**src/rtl/bitseq_pkg.sv**
```systemverilog
`timescale 1ns/1ps
package bitseq_pkg;

    // Pattern in arrival order, first-arrived bit at the MSB.
    localparam int          PAT_LEN = 5;
    localparam logic [PAT_LEN-1:0] PATTERN = 5'b10010;
    localparam int          WIN_LEN = PAT_LEN - 1;

    typedef enum logic {
        ARCH_FSM    = 1'b0,
        ARCH_WINDOW = 1'b1
    } arch_e;

    // Binary-numbered states: how much of the pattern is matched so far.
    typedef enum logic [2:0] {
        ST_IDLE = 3'b000,
        ST_P1   = 3'b001,
        ST_P10  = 3'b010,
        ST_P100 = 3'b011,
        ST_P1001 = 3'b100
    } det_state_e;

    typedef struct packed {
        det_state_e nxt;
        logic       hit;
    } step_t;

    // One transition of the matcher; unused codes recover to idle.
    function automatic step_t fsm_step(input det_state_e cur, input logic b);
        step_t r;
        r.nxt = ST_IDLE;
        r.hit = 1'b0;
        case (cur)
            ST_IDLE:  r.nxt = b ? ST_P1   : ST_IDLE;
            ST_P1:    r.nxt = b ? ST_P1   : ST_P10;
            ST_P10:   r.nxt = b ? ST_P1   : ST_P100;
            ST_P100:  r.nxt = b ? ST_P1001 : ST_IDLE;
            ST_P1001: begin
                r.nxt = b ? ST_P1 : ST_P10;
                r.hit = ~b;
            end
            default: begin
                r.nxt = ST_IDLE;
                r.hit = 1'b0;
            end
        endcase
        return r;
    endfunction

endpackage

```
**src/rtl/bitseq_fsm.sv**
```systemverilog
`timescale 1ns/1ps
module bitseq_fsm
    import bitseq_pkg::*;
(
    input  logic clk,
    input  logic rst,
    input  logic din,
    output logic hit
);

    det_state_e state_q;
    step_t      step;

    always_comb begin
        step = fsm_step(state_q, din);
    end

    always_ff @(posedge clk) begin
        if (rst) begin
            state_q <= ST_IDLE;
        end else begin
            state_q <= step.nxt;
        end
    end

    assign hit = step.hit & ~rst;

endmodule

```
**src/rtl/bitseq_window.sv**
```systemverilog
`timescale 1ns/1ps
module bitseq_window
    import bitseq_pkg::*;
#(
    parameter int WIN = WIN_LEN
) (
    input  logic clk,
    input  logic rst,
    input  logic din,
    output logic hit
);

    localparam int CW = $clog2(WIN + 1);
    localparam logic [WIN-1:0] HEAD = PATTERN[PAT_LEN-1:1];
    localparam logic           TAIL = PATTERN[0];

    logic [WIN-1:0] win_q;   // oldest bit at MSB
    logic [CW-1:0]  fill_q;  // bits held since reset, saturating
    logic           full;

    always_ff @(posedge clk) begin
        if (rst) begin
            win_q  <= '0;
            fill_q <= '0;
        end else begin
            win_q <= {win_q[WIN-2:0], din};
            if (!full) begin
                fill_q <= fill_q + 1'b1;
            end
        end
    end

    assign full = (fill_q == CW'(WIN));
    assign hit  = full & ~rst & (win_q == HEAD) & (din == TAIL);

endmodule

```
**src/rtl/bitseq_matcher.sv**
```systemverilog
`timescale 1ns/1ps
module bitseq_matcher
    import bitseq_pkg::*;
#(
    parameter arch_e ARCH = ARCH_FSM
) (
    input  logic clk,
    input  logic rst,
    input  logic din,
    output logic hit
);

    generate
        if (ARCH == ARCH_WINDOW) begin : g_window
            bitseq_window #(.WIN(WIN_LEN)) u_core (
                .clk (clk),
                .rst (rst),
                .din (din),
                .hit (hit)
            );
        end else begin : g_fsm
            bitseq_fsm u_core (
                .clk (clk),
                .rst (rst),
                .din (din),
                .hit (hit)
            );
        end
    endgenerate

endmodule

```
**config.mk**
```make
export PLATFORM = sky130hd
export DESIGN_NAME = bitseq_matcher
export DESIGN_NICKNAME = d
export VERILOG_FILES = /design/src/rtl/bitseq_pkg.sv /design/src/rtl/bitseq_fsm.sv /design/src/rtl/bitseq_window.sv /design/src/rtl/bitseq_matcher.sv
export SDC_FILE = /design/constraint.sdc
export NUM_CORES = 1
export LEC_CHECK = 0
export BUFFER_PORTS_ARGS = -buffer_cell sky130_fd_sc_hd__buf_2
export CAP_MARGIN = 20
export CORE_AREA = 2 2 39 41
export CTS_CLUSTER_DIAMETER = 40
export CTS_CLUSTER_SIZE = 14
export DETAILED_ROUTE_END_ITERATION = 12
export DIE_AREA = 0 0 41 43
export HOLD_SLACK_MARGIN = 0.06
export SYNTH_ARGS = -nofsm -noshare
export SYNTH_HDL_FRONTEND = slang
export SYNTH_SLANG_ARGS = --single-unit
```
**constraint.sdc**
```tcl
create_clock -name clk -period 1.1 [get_ports clk]
set_input_delay 0.11 -clock clk [delete_from_list [all_inputs] [get_ports clk]]
set_output_delay 0.11 -clock clk [all_outputs]
set_load 0.05 [all_outputs]
```
==> results.py, run 1 <==
metrics = {
    "clock_network": {
        "cts_buffers": 3,
        "clkSinkCount": 3,
        "clockBufferDepth": 2,
        "cts_tree": "built",
        "postCtsSetupBuffers": 0,
        "clk_pin_slew_ns": 0.04,
        "worstSkewPairLatency_ns": 0.24,
        "htree_levels": 1,
        "root_buffer": "clkbuf_4",
    },
    "sta": {
        "fin_crit_sh_pct": 109.3,
        "rsz0062_at_grt": "yes",
        "maxSlewViolCount": 0,
        "worst_pin_slew_ns": 0.2610,
        "fmax_mhz": 831.4,
        "setup_ws_ns": -0.1028,
        "setup_viol": 1,
        "slew_headroom_pct": 82.56,
        "skew_ns": 0.003621,
        "period_needed_ns": 1.203,
        "finalHoldViolations": 0,
    },
    "grt": {
        "met1_usage_pct": 3.834,
        "grt_overflow": 0,
        "grt.total_usage_pct": 4.810,
        "grt_first_pass_wirelength_um": 476,
        "grt_util_met2_pct": 5.625,
        "grt_max_degree": 6,
        "antenna_found_initial": 0,
        "grt_pass1_vias": 132,
        "globalRoute.busiestLayer": "met3",
        "grt_util_met3_pct": 6.283,
    },
    "placement": {
        "placed_area_um2": 175.2,
        "port_buffers": 3,
        "place_congestion": 0.5440,
    },
    "worst_setup_path": {
        "crit_type": "reg -> out",
        "reg2reg_depth": 4,
        "rr_startpoint": "g_fsm.u_core.state_q[0]",
        "required_ns": 0.99,
        "cp-start-kind": "flip-flop",
        "worst_r2r_endpoint": "g_fsm.u_core.state_q[1]",
        "critPathCaptureType": "output pin",
        "cp.arrival_ns": 1.09,
        "regToRegSetupSlack_ns": 0.11,
        "critical_path.max_fanout": 2,
    },
    "power": {
        "power.density_nw_per_um2": 1572,
        "ir_worst_vdd_mv": 0.2186,
        "clkPwrFrac_pct": 58.1,
        "switching_power_uw": 82.45,
        "p_int_uw": 263.8,
        "power_frac_comb_pct": 8.1,
        "p_leak_uw": 0.00008456,
        "swShare_pct": 23.81,
        "seqPwrFrac_pct": 33.8,
    },
    "detailed_routing": {
        "post_drt_wl_per_cell_um": 8.077,
        "drc_errors": 0,
        "ant_nets": 0,
        "num_vias": 137,
        "via_per_inst": 3.513,
        "drt_iter0_markers": 3,
        "wl_um": 315,
        "first_pass_iters": 4,
    },
    "floorplan": {
        "die_w_um": 41,
        "die_area_um2": 1763,
        "ios": 4,
        "fp-row-count": 14,
        "core_um2": 1384,
        "initial_core_util_pct": 9.494,
        "fp.dieH_um": 43,
    },
    "layout": {
        "drive_gt1_share_pct": 47.83,
        "num_antenna_cells": 0,
        "top_register": "g_fsm.u_core.state_q",
        "stdcell_area_um2": 220.2,
        "post-route-util_pct": 15.91,
        "nets": 27,
        "reg_top3": "g_fsm.u_core.state_q x3",
        "largest_register_ffs": 3,
        "area_growth_syn_to_layout_pct": 67.62,
    },
    "yosys": {
        "syn-num-nets": 18,
        "syn_inst": 15,
        "syn-cell-area_um2": 131.4,
        "synth.distinct_cells": 11,
        "ys_seq_area_share_pct": 45.71,
        "synth-seq-cells": 3,
        "syn_avg_cell_area_um2": 8.758,
        "synth_warnings": 0,
    },
    "run_status": {
        "violations": "negative setup slack",
        "status": "complete, but fails checks",
    },
    "worst_hold_path": {
        "hold_start": "din",
        "hp-class": "in -> reg",
        "hold_depth": 2,
        "whs_endpoint": "g_fsm.u_core.state_q[1]",
    },
    "job": {
        "drv_cap": 0,
    },
}
synthesized netlist by cell type:
cell type,count,area (um^2)
xor2_1,1,8.760
a31oi_1,1,6.260
nor4_1,2,12.51
and2_1,1,6.260
a21oi_1,1,5.000
nor3b_1,1,7.510
nand2_1,2,7.510
nor2_1,1,3.750
nor3_2,1,10.01
inv_1,1,3.750
dfxtp_1,3,60.06
critical path, stage by stage (launching register included):
cell	delay, ns
dfxtp_2	0.31
nor4_2	0.23
and2_4	0.18
buf_8	0.13
routing by layer:
layer / wire (um) / vias up
met5: 0 / -
met4: 0 / 0
met3: 37 / 0
li1: - / 68
met2: 147 / 6
met1: 129 / 63
layout make-up:
class                           count  area (um^2)
Sequential cell                     3        61.31
Multi-Input combinational cell     11        76.32
Clock buffer                        4        26.28
Inverter                            1        3.754
Tap cell                           16        20.02
Fill cell                         161         1164
Timing Repair Buffer                4        32.53
worst max path at each step:
stage / startpoint / end / cells after the start
2_1_floorplan: g_fsm.u_core.state_q[0] / hit / 2
5_1_grt: g_fsm.u_core.state_q[0] / hit / 3
3_3_place_gp: g_fsm.u_core.state_q[1] / hit / 3
3_5_place_dp: g_fsm.u_core.state_q[1] / hit / 3
4_1_cts: g_fsm.u_core.state_q[0] / hit / 3
6_report: g_fsm.u_core.state_q[0] / hit / 3
power by group through the flow:
stage	Sequential (uW)	Clock [uW]	Combinational, uW
floorplan	119	0	11.7
global route	117	223	30.7
CTS	117	214	28.3
detailed placement	117	0	26.0
global placement	117	0	25.8
finish	117	201	28.1
cells in the final DEF (no fill, tap or decap), drive strengths merged, types with 2 or more instances in the layout:
cell type	n
dfxtp	3
clkbuf	4
nand2	2
buf	4
nor4	2
metrics by stage:
stage / setup TNS (ns) / total power, uW / setup WS (ns) / hold slack, ns / instances
final: -0.1028 / 346.2 / -0.1028 / 0.1025 / 39
after detailed placement: 0 / 143.5 / 0.03423 / 0.3340 / 35
after global placement: 0 / 143.2 / 0.04633 / 0.3327 / 35
after floorplan: 0 / 130.4 / 0.1179 / 0.1790 / 15
after CTS: -0.1282 / 358.9 / -0.1282 / 0.08942 / 39
after global routing: -0.1770 / 370.9 / -0.1770 / 0.09932 / 39
logic make-up after synthesis:
kind of cell	after synthesis	synth area share, %
simple gates	8	36.19
flops	3	45.72
compound gates	2	8.571
xor+xnor	1	6.668
buf+inv	1	2.854
timing repair:
| action | in CTS | in global routing |
|---|---|---|
| pin swaps | 2 | 1 |
| cloned | 0 | 0 |
| hold buffers | 0 | 0 |
| resized for setup | 6 | 0 |
| setup endpoints to repair | 1 | 1 |
| hold endpoints to repair | 0 | 0 |
(Power assumes the default switching activity.)
==> run 2, diff against run 1 <==
Settings changed: GPL_TIMING_DRIVEN set to 0.
==> run 2 against run 1 <==
  * The flow still finishes with violations (negative setup slack)
  * First-iteration DRC count down 100%
  * Critical path type unchanged
  * Count of clock-buffer cells in the layout unchanged
  * Critical path depth unchanged
  * Total power down 4.6%
  * Highest routed layer unchanged
==> results.py, run 2 (same netlist as run 1, synthesis figures left out) <==
metrics = {
    "sta": {
        "fin_crit_sh_pct": 105.7,
        "finalHoldViolations": 0,
        "maxSlewViolCount": 0,
        "fin_tns_setup_ns": -0.06221,
        "holdWs_ns": 0.1019,
        "fmax_mhz": 860.4,
        "setup_ws_ns": -0.06221,
        "period_needed_ns": 1.162,
        "setup_viol": 1,
        "rsz0062_at_grt": "yes",
        "slew_headroom_pct": 83.61,
        "skew_ns": 0.0002558,
        "worst_pin_slew_ns": 0.2453,
    },
    "clock_network": {
        "worstSkewPairLatency_ns": 0.23,
        "cts_tree": "built",
        "cts_buffers": 3,
        "htree_levels": 1,
        "clk_pin_slew_ns": 0.04,
        "cts_hold_buf": 0,
        "root_buffer": "clkbuf_4",
        "clkSinkCount": 3,
        "clockBufferDepth": 2,
    },
    "worst_setup_path": {
        "required_ns": 0.99,
        "cp.arrival_ns": 1.05,
        "crit_type": "reg -> out",
        "cp-start-kind": "flip-flop",
        "reg2reg_depth": 3,
        "critical_path.max_fanout": 3,
        "critPathCaptureType": "output pin",
    },
    "detailed_routing": {
        "first_pass_iters": 1,
        "drt_iter0_markers": 0,
        "num_vias": 125,
        "via_per_inst": 3.289,
        "post_drt_wl_per_cell_um": 6.632,
        "wl_um": 252,
        "drc_errors": 0,
        "ant_nets": 0,
    },
    "layout": {
        "num_antenna_cells": 0,
        "reg_top3": "g_fsm.u_core.state_q x3",
        "top_register": "g_fsm.u_core.state_q",
        "final_common_cell": "clkbuf_4",
        "largest_register_ffs": 3,
        "final_cell_mix": "clkbuf_4 (3), nand2_1 (2), dfxtp_1 (2), buf_2 (2)",
        "area_growth_syn_to_layout_pct": 61.90,
        "drive_gt1_share_pct": 45.45,
        "post-route-util_pct": 15.37,
        "nets": 26,
        "n_fill_cell": 149,
        "stdcell_area_um2": 212.7,
    },
    "grt": {
        "antenna_found_initial": 0,
        "grt.total_usage_pct": 4.313,
        "grt_pass1_vias": 114,
        "grt_overflow": 0,
        "grt_first_pass_wirelength_um": 351,
        "grt_max_degree": 6,
    },
    "floorplan": {
        "die_area_um2": 1763,
        "ios": 4,
        "core_um2": 1384,
        "fp-row-count": 14,
        "die_w_um": 41,
        "initial_core_util_pct": 9.494,
        "fp.dieH_um": 43,
    },
    "job": {
        "drv_cap": 0,
    },
    "run_status": {
        "status": "complete, but fails checks",
        "violations": "negative setup slack",
    },
    "placement": {
        "dpl.hpwl_um": 174.6,
        "place_congestion": 0.4985,
        "port_buffers": 3,
        "placed_area_um2": 167.7,
    },
    "worst_hold_path": {
        "hp-class": "in -> reg",
        "hold_depth": 2,
    },
    "power": {
        "power.density_nw_per_um2": 1553,
        "p_leak_uw": 0.00007967,
        "power_uw": 330.2,
        "ir_worst_vdd_mv": 0.2002,
    },
}
## run 2: changes by cell type in the layout (fill, tap and decap cells not counted)
cell	before	now
buf_4	1	0
## run 2: worst max-delay path, cell delays in order (launching register included)
cell and delay, ns:
dfxtp_2 0.32, nor4_2 0.19, and2_4 0.18, buf_8 0.13
## run 2: report_power, final
part	switching [uW]	internal, uW	leakage [uW]
combinational	11.3	10.4	0.0000397
clock	53.8	136	0.0000150
sequential	5.16	114	0.0000250
total	70.3	260	0.0000797
## run 2: per-layer routing
| layer | GRT usage (%) | wire length [um] | vias to the layer above |
|---|---|---|---|
| met5 | 0 | 0 | - |
| met4 | 8.000 | 0 | 0 |
| met3 | 6.283 | 36 | 0 |
| met2 | 5.000 | 113 | 4 |
| met1 | 0.9615 | 101 | 55 |
| li1 | - | - | 66 |
## run 2: timing repair
item / in CTS / in global routing
setup endpoints to repair: 1 / 1
pin swaps: 2 / 2
endpoints found under the hold margin: 0 / 0
gates resized for setup: 4 / 2
buffers inserted: 0 / 0
## run 2: through the flow
stage               setup WS, ns  instances
detailed placement      0.008057         34
global route             -0.1397         38
floorplan                 0.1179         15
finish                  -0.06221         38
CTS                      -0.1475         38
global placement         0.01819         34
## run 2: final cells by class
cell class / instances / area [um^2] / share of cell area (%)
repair buffers: 3 / 25.02 / 11.76
clock buffers: 4 / 26.28 / 12.35
well taps: 16 / 20.02 / 9.412
inverters: 1 / 3.754 / 1.765
multi-input cells: 11 / 76.32 / 35.88
flip-flops and latches: 3 / 61.31 / 28.82
## run 2: final timing paths
kind,end,startpoint,slack [ns]
worst max-delay path,hit,g_fsm.u_core.state_q[1],-0.06
worst min-delay path,g_fsm.u_core.state_q[1],rst,0.10
worst max register to register,g_fsm.u_core.state_q[1],g_fsm.u_core.state_q[0],0.21
worst min register to register,g_fsm.u_core.state_q[2],g_fsm.u_core.state_q[1],0.51
